===== config.mk =====
export PLATFORM = sky130hd
export DESIGN_NAME = delta_rgb_serializer
export DESIGN_NICKNAME = d
export VERILOG_FILES = /design/src/rtl/rgbs_pkg.sv /design/src/rtl/rgbs_order_decode.sv /design/src/rtl/rgbs_line_track.sv /design/src/rtl/rgbs_beat_seq.sv /design/src/rtl/delta_rgb_serializer.sv
export SDC_FILE = /design/constraint.sdc
export NUM_CORES = 1
export LEC_CHECK = 0
export ABC_AREA = 1
export BUFFER_PORTS_ARGS = -buffer_cell sky130_fd_sc_hd__buf_2
export CORE_MARGIN = 2
export CORE_UTILIZATION = 42
export DETAILED_ROUTE_END_ITERATION = 8
export PLACE_DENSITY_LB_ADDON = 0.12
export REMOVE_ABC_BUFFERS = 1
export SETUP_SLACK_MARGIN = 0.02
export SKIP_CTS_REPAIR_TIMING = 1
export SYNTH_ARGS = -nofsm -noshare
export SYNTH_HDL_FRONTEND = slang
export SYNTH_HIERARCHICAL = 1
export SYNTH_SLANG_ARGS = --single-unit

===== constraint.sdc =====
create_clock -name clk -period 3.72 [get_ports clk]
set_clock_uncertainty 0.2 [all_clocks]
set_input_delay 0.372 -clock clk [delete_from_list [all_inputs] [get_ports clk]]
set_output_delay 0.372 -clock clk [all_outputs]
set_load 0.005 [all_outputs]

===== src/rtl/rgbs_pkg.sv =====
package rgbs_pkg;
    localparam int NCOMP  = 3;
    localparam int SEL_W  = 2;
    localparam int CODE_W = 3;

    typedef logic [SEL_W-1:0] csel_t;

    localparam csel_t CSEL_R = 2'd0;
    localparam csel_t CSEL_G = 2'd1;
    localparam csel_t CSEL_B = 2'd2;

    typedef enum logic [CODE_W-1:0] {
        ORD_RGB = 3'd0,
        ORD_RBG = 3'd1,
        ORD_GRB = 3'd2,
        ORD_GBR = 3'd3,
        ORD_BRG = 3'd4,
        ORD_BGR = 3'd5
    } order_e;
endpackage


===== src/rtl/rgbs_order_decode.sv =====
module rgbs_order_decode
    import rgbs_pkg::*;
(
    input  logic [CODE_W-1:0]           code,
    output logic [NCOMP-1:0][SEL_W-1:0] order_sel
);
    always_comb begin
        order_sel[0] = CSEL_R;
        order_sel[1] = CSEL_G;
        order_sel[2] = CSEL_B;
        case (code)
            ORD_RBG: begin order_sel[0] = CSEL_R; order_sel[1] = CSEL_B; order_sel[2] = CSEL_G; end
            ORD_GRB: begin order_sel[0] = CSEL_G; order_sel[1] = CSEL_R; order_sel[2] = CSEL_B; end
            ORD_GBR: begin order_sel[0] = CSEL_G; order_sel[1] = CSEL_B; order_sel[2] = CSEL_R; end
            ORD_BRG: begin order_sel[0] = CSEL_B; order_sel[1] = CSEL_R; order_sel[2] = CSEL_G; end
            ORD_BGR: begin order_sel[0] = CSEL_B; order_sel[1] = CSEL_G; order_sel[2] = CSEL_R; end
            default: begin order_sel[0] = CSEL_R; order_sel[1] = CSEL_G; order_sel[2] = CSEL_B; end // reserved codes
        endcase
    end
endmodule


===== src/rtl/rgbs_line_track.sv =====
module rgbs_line_track
    import rgbs_pkg::*;
#(
    parameter int CFG_W    = 8,
    parameter int ODD_LSB  = 4,
    parameter int EVEN_LSB = 0
) (
    input  logic              clk,
    input  logic              rst,
    input  logic              take,
    input  logic              take_sol,
    input  logic              take_sof,
    input  logic [CFG_W-1:0]  cfg,
    output logic [CODE_W-1:0] code
);
    typedef struct packed {
        logic              even;
        logic [CODE_W-1:0] odd_code;
        logic [CODE_W-1:0] even_code;
    } lt_state_t;

    lt_state_t st_d, st_q;

    always_comb begin
        st_d = st_q;
        if (take) begin
            if (take_sof) begin
                st_d.even      = 1'b0;
                st_d.odd_code  = cfg[ODD_LSB +: CODE_W];
                st_d.even_code = cfg[EVEN_LSB +: CODE_W];
            end else if (take_sol) begin
                st_d.even = ~st_q.even;
            end
        end
    end

    always_ff @(posedge clk) begin
        if (rst) st_q <= '0;
        else     st_q <= st_d;
    end

    assign code = st_q.even ? st_q.even_code : st_q.odd_code;

    assert_sof_odd_R6: assert property (@(posedge clk) disable iff (rst)
        (take && take_sof) |=> !st_q.even);
    assert_sol_flip_R6: assert property (@(posedge clk) disable iff (rst)
        (take && take_sol && !take_sof) |=> (st_q.even != $past(st_q.even)));
    assert_cfg_frozen_R7: assert property (@(posedge clk) disable iff (rst)
        !(take && take_sof) |=> ($stable(st_q.odd_code) && $stable(st_q.even_code)));
endmodule


===== src/rtl/rgbs_beat_seq.sv =====
module rgbs_beat_seq
    import rgbs_pkg::*;
#(
    parameter int COMP_W = 8
) (
    input  logic                         clk,
    input  logic                         rst,
    input  logic                         in_valid,
    input  logic [COMP_W*NCOMP-1:0]      in_data,
    input  logic                         in_sol,
    input  logic                         in_sof,
    input  logic [NCOMP-1:0][SEL_W-1:0]  order_sel,
    output logic                         in_ready,
    output logic                         take,
    output logic [COMP_W-1:0]            out_data,
    output logic                         out_de,
    output logic                         out_sol,
    output logic                         out_sof
);
    localparam int PIX_W  = COMP_W * NCOMP;
    localparam int BEAT_W = $clog2(NCOMP);
    localparam logic [BEAT_W-1:0] LAST = BEAT_W'(NCOMP - 1);

    typedef struct packed {
        logic              active;
        logic [BEAT_W-1:0] beat;
        logic [PIX_W-1:0]  pix;
        logic              sol;
        logic              sof;
    } bs_state_t;

    bs_state_t st_d, st_q;
    logic [COMP_W-1:0] comp [NCOMP];
    logic [SEL_W-1:0]  cur_sel;

    for (genvar k = 0; k < NCOMP; k++) begin : g_comp
        assign comp[k] = st_q.pix[PIX_W-1-k*COMP_W -: COMP_W];
    end

    assign in_ready = !st_q.active || (st_q.beat == LAST);
    assign take     = in_valid && in_ready;

    always_comb begin
        st_d = st_q;
        if (take) begin
            st_d.active = 1'b1;
            st_d.beat   = '0;
            st_d.pix    = in_data;
            st_d.sol    = in_sol;
            st_d.sof    = in_sof;
        end else if (st_q.active) begin
            if (st_q.beat == LAST) begin
                st_d.active = 1'b0;
                st_d.beat   = '0;
            end else begin
                st_d.beat = st_q.beat + 1'b1;
            end
        end
    end

    always_ff @(posedge clk) begin
        if (rst) st_q <= '0;
        else     st_q <= st_d;
    end

    always_comb begin
        cur_sel  = order_sel[st_q.beat];
        out_data = '0;
        if (st_q.active) begin
            for (int k = 0; k < NCOMP; k++) begin
                if (cur_sel == SEL_W'(k)) out_data = comp[k];
            end
        end
    end

    assign out_de  = st_q.active;
    assign out_sol = st_q.active && (st_q.beat == '0) && st_q.sol;
    assign out_sof = st_q.active && (st_q.beat == '0) && st_q.sof;

    assert_accept_first_beat_R1: assert property (@(posedge clk) disable iff (rst)
        take |=> (out_de && st_q.beat == '0));
    assert_beat_advance_R1: assert property (@(posedge clk) disable iff (rst)
        (st_q.active && st_q.beat != LAST) |=> (out_de && st_q.beat == BEAT_W'($past(st_q.beat) + 1'b1)));
    assert_ready_gap_R2: assert property (@(posedge clk) disable iff (rst)
        take |=> !in_ready);
    assert_quiet_after_last_R8: assert property (@(posedge clk) disable iff (rst)
        (st_q.active && st_q.beat == LAST && !in_valid) |=> (!out_de && out_data == '0));
endmodule


===== src/rtl/delta_rgb_serializer.sv =====
module delta_rgb_serializer
    import rgbs_pkg::*;
#(
    parameter int COMP_W   = 8,
    parameter int CFG_W    = 8,
    parameter int ODD_LSB  = 4,
    parameter int EVEN_LSB = 0
) (
    input  logic                    clk,
    input  logic                    rst,
    input  logic                    pix_valid,
    output logic                    pix_ready,
    input  logic [COMP_W*NCOMP-1:0] pix_rgb,
    input  logic                    pix_sol,
    input  logic                    pix_sof,
    input  logic [CFG_W-1:0]        order_cfg,
    output logic [COMP_W-1:0]       dot_data,
    output logic                    dot_de,
    output logic                    dot_sol,
    output logic                    dot_sof
);
    logic                        take;
    logic [CODE_W-1:0]           code;
    logic [NCOMP-1:0][SEL_W-1:0] order_sel;

    rgbs_line_track #(
        .CFG_W(CFG_W), .ODD_LSB(ODD_LSB), .EVEN_LSB(EVEN_LSB)
    ) u_line (
        .clk(clk), .rst(rst), .take(take), .take_sol(pix_sol),
        .take_sof(pix_sof), .cfg(order_cfg), .code(code)
    );

    rgbs_order_decode u_dec (
        .code(code), .order_sel(order_sel)
    );

    rgbs_beat_seq #(.COMP_W(COMP_W)) u_seq (
        .clk(clk), .rst(rst), .in_valid(pix_valid), .in_data(pix_rgb),
        .in_sol(pix_sol), .in_sof(pix_sof), .order_sel(order_sel),
        .in_ready(pix_ready), .take(take), .out_data(dot_data),
        .out_de(dot_de), .out_sol(dot_sol), .out_sof(dot_sof)
    );

    assert_marker_needs_de_R9: assert property (@(posedge clk) disable iff (rst)
        (dot_sol || dot_sof) |-> (dot_de && $past(pix_valid && pix_ready)));
endmodule


==> results.yml <==
run_status:
  status: "complete, no violations"
sta:
  drv_slew: 0
  timing.slew.headroom_pct: 60.36
  period_share_pct: 79.23
  grt_setup_unrepaired: "false"
  finalWorstPathRequiredPeriod_ns: 2.947
  worst-slew-pin-transition_ns: 0.5884
  achievable-frequency_ghz: 0.3393
  fin_ws_ns: 0.7728
  totalNegativeSetupSlack_ns: 0
  finalSetupViolations: 0
  worst_hold_slack_ns: 0.1087
  finalHoldViolations: 0
detailed_routing:
  avgViaCountPerCell: 4.739
  drt_iter0_markers: 111
  detailroute.via_count: 1706
  drt_first_pass_iters: 4
  wirelength_um: 3899
  route.antenna.remaining_nets: 0
  routed_wire_length_per_instance_um: 10.83
  remaining_drc_errors: 0
clock_tree:
  cts-root-to-sink-buffers: 2
  cts_buffers: 5
  clkLatencyLatePin_ns: 0.28
  clock_sink_count: 36
  htree_num_levels: 2
  clock-root-buffer: "sky130_fd_sc_hd__clkbuf_8"
  clk_pin_slew_ns: 0.07
  tritoncts: "yes"
floorplan:
  die_area_sq_um: 4839
  initial_utilization_pct: 44.50
  floorplan.core_area_sq_um: 4058
  die_y_um: 69.57
  boundaryPins: 49
  die_width_um: 69.57
  floorplan.rows: 23
worst_setup_path:
  worst_ep_required_time_ns: 3.15
  wp_data_arrival_ns: 2.38
  crit_path_start_kind: "flop"
  endpoint_kind: "output pin"
  worstSetupPathType: "flop to output pin"
  cp_max_fo: 16
finish:
  nets: 346
  fin_util_pct: 52.33
  area_growth_pct: 17.60
  antenna_cells: 0
  drive_above_1_share_pct: 22.26
synth:
  netlist_top_cells_area: "sky130_fd_sc_hd__dfxtp_1 40%, sky130_fd_sc_hd__nand2_1 17%, sky130_fd_sc_hd__nand3_1 12%"
  synth_top_area_cell: "sky130_fd_sc_hd__dfxtp_1"
  yosys.cell_types.count: 18
  sequential_share_of_the_synthesized_area_pct: 39.92
  synth-warning-count: 6
  yosysTopAreaCellShare_pct: 39.92
  synthesis.area_per_instance_sq_um: 6.762
  postSynthRegisterBits: 36
  synth_area_sq_um: 1805
  netlist_instances: 267
placement:
  post-place-ws_ns: 1.054
  globalplace.congestion: 0.7885
  place.detailed.hpwl_um: 2540
  portBuffers: 46
global_routing:
  grt_most_used_layer: "met2"
  grtUsageMet1_pct: 23.74
  grt_start_max_net_pins: 31
  first_global_vias: 1529
  groute.layer.met3.usage_pct: 5.669
  grt_util_all_layers_pct: 17.60
  grt_antenna_before_repair: 0
  grt_overflow: 0
  grt_first_pass_wirelength_um: 6844
  gr-usage-met2_pct: 27.14
pwr:
  cellPowerDensity_nw_per_um2: 441.5
  leakagePower_uw: 0.001070
  vdd_ir_drop_max_uv: 283.8
hold_path:
  holdCritPathClass: "primary input to flop"
flow_run:
  drv.max_cap_violation_count: 0
critical path, stage by stage, from the launching register on:
cell and delay (ns):
sky130_fd_sc_hd__dfxtp_1 0.37, sky130_fd_sc_hd__o21ai_0 0.51, sky130_fd_sc_hd__nand2_1 0.14, sky130_fd_sc_hd__o21ai_0 0.10, sky130_fd_sc_hd__inv_1 0.05, sky130_fd_sc_hd__nand3_1 0.09
sky130_fd_sc_hd__nand2_1 0.09, sky130_fd_sc_hd__nor2_4 0.30, sky130_fd_sc_hd__nand3_1 0.12, sky130_fd_sc_hd__nand3_1 0.10, sky130_fd_sc_hd__nand2_1 0.05, sky130_fd_sc_hd__inv_1 0.08
sky130_fd_sc_hd__buf_2 0.11
report_power, final:
part / internal [uW] / switching (uW)
combinational: 53.8 / 89.5
clock: 236 / 133
sequential: 409 / 15.4
layout make-up:
cell class                      instances  area, sq um
Fill cell                             450         1934
Multi-Input combinational cell        187        855.8
Sequential cell                        36        720.7
Timing Repair Buffer                   47        237.7
Inverter                               32        120.1
Clock buffer                            7        96.34
Tap cell                               50        62.56
Clock inverter                          1        30.03
placed cells by master (no fill, tap or decap), types with 3 or more instances in the layout:
master,n
sky130_fd_sc_hd__o21ai_0,4
sky130_fd_sc_hd__nand3_1,42
sky130_fd_sc_hd__inv_1,27
sky130_fd_sc_hd__nand2_1,83
sky130_fd_sc_hd__nor2_1,21
sky130_fd_sc_hd__nand2_2,3
sky130_fd_sc_hd__inv_2,5
sky130_fd_sc_hd__a21oi_1,26
sky130_fd_sc_hd__dfxtp_1,36
sky130_fd_sc_hd__clkbuf_8,7
sky130_fd_sc_hd__buf_2,46
metrics by stage:
| step | std cells | instance area (sq um) | total power, uW |
|---|---|---|---|
| floorplan | 255 | 1697 | 522.3 |
| global placement | 352 | 1997 | 575.7 |
| detailed placement | 352 | 1997 | 577.4 |
| CTS | 360 | 2123 | 951.4 |
| global route | 360 | 2123 | 991.6 |
| finish | 360 | 2123 | 937.4 |
state kept, by name, indices dropped and copies added, names as in the netlist:
name and count:
u_line/st_q 7, u_seq/st_q 4, u_seq/comp 24, u_seq/out_de 1
kinds of logic (layout without fill, tap and decap cells):
logic type | count (synthesis) | in the layout | share of synthesized area, %
flops | 36 | 36 | 39.92
buf+inv | 44 | 87 | 12.68
simple gates | 152 | 152 | 36.31
compound gates | 35 | 35 | 11.09
Yosys cell counts:
master	number
sky130_fd_sc_hd__nand2_2	3
sky130_fd_sc_hd__a21oi_1	26
sky130_fd_sc_hd__o21ai_0	4
sky130_fd_sc_hd__nor2_1	21
sky130_fd_sc_hd__nand2_1	83
sky130_fd_sc_hd__nor3_1	1
sky130_fd_sc_hd__dfxtp_1	36
sky130_fd_sc_hd__a211oi_2	2
sky130_fd_sc_hd__inv_2	5
sky130_fd_sc_hd__inv_1	27
sky130_fd_sc_hd__clkbuf_1	3
sky130_fd_sc_hd__nand3_1	42
sky130_fd_sc_hd__o21ai_2	2
sky130_fd_sc_hd__a211oi_1	1
sky130_fd_sc_hd__nor2_4	1
sky130_fd_sc_hd__nor2_8	1
sky130_fd_sc_hd__buf_6	8
sky130_fd_sc_hd__buf_4	1
worst paths after layout:
check | from | endpoint | slack (ns) | depth (start not counted)
setup reg to reg | u_seq/out_de | u_line/st_q[2] | 1.47 | 8
setup / recovery | u_line/st_q[6] | dot_data[7] | 0.77 | 12
hold / removal | order_cfg[0] | u_line/st_q[0] | 0.11 | 3
hold reg to reg | u_seq/comp[23] | u_seq/comp[23] | 0.27 | 2
layer usage:
layer / up-vias / wire [um]
met5: - / 0
met4: 0 / 26
met3: 2 / 169
met2: 29 / 1787
met1: 748 / 1916
li1: 927 / -
(Power assumes the default switching activity.)
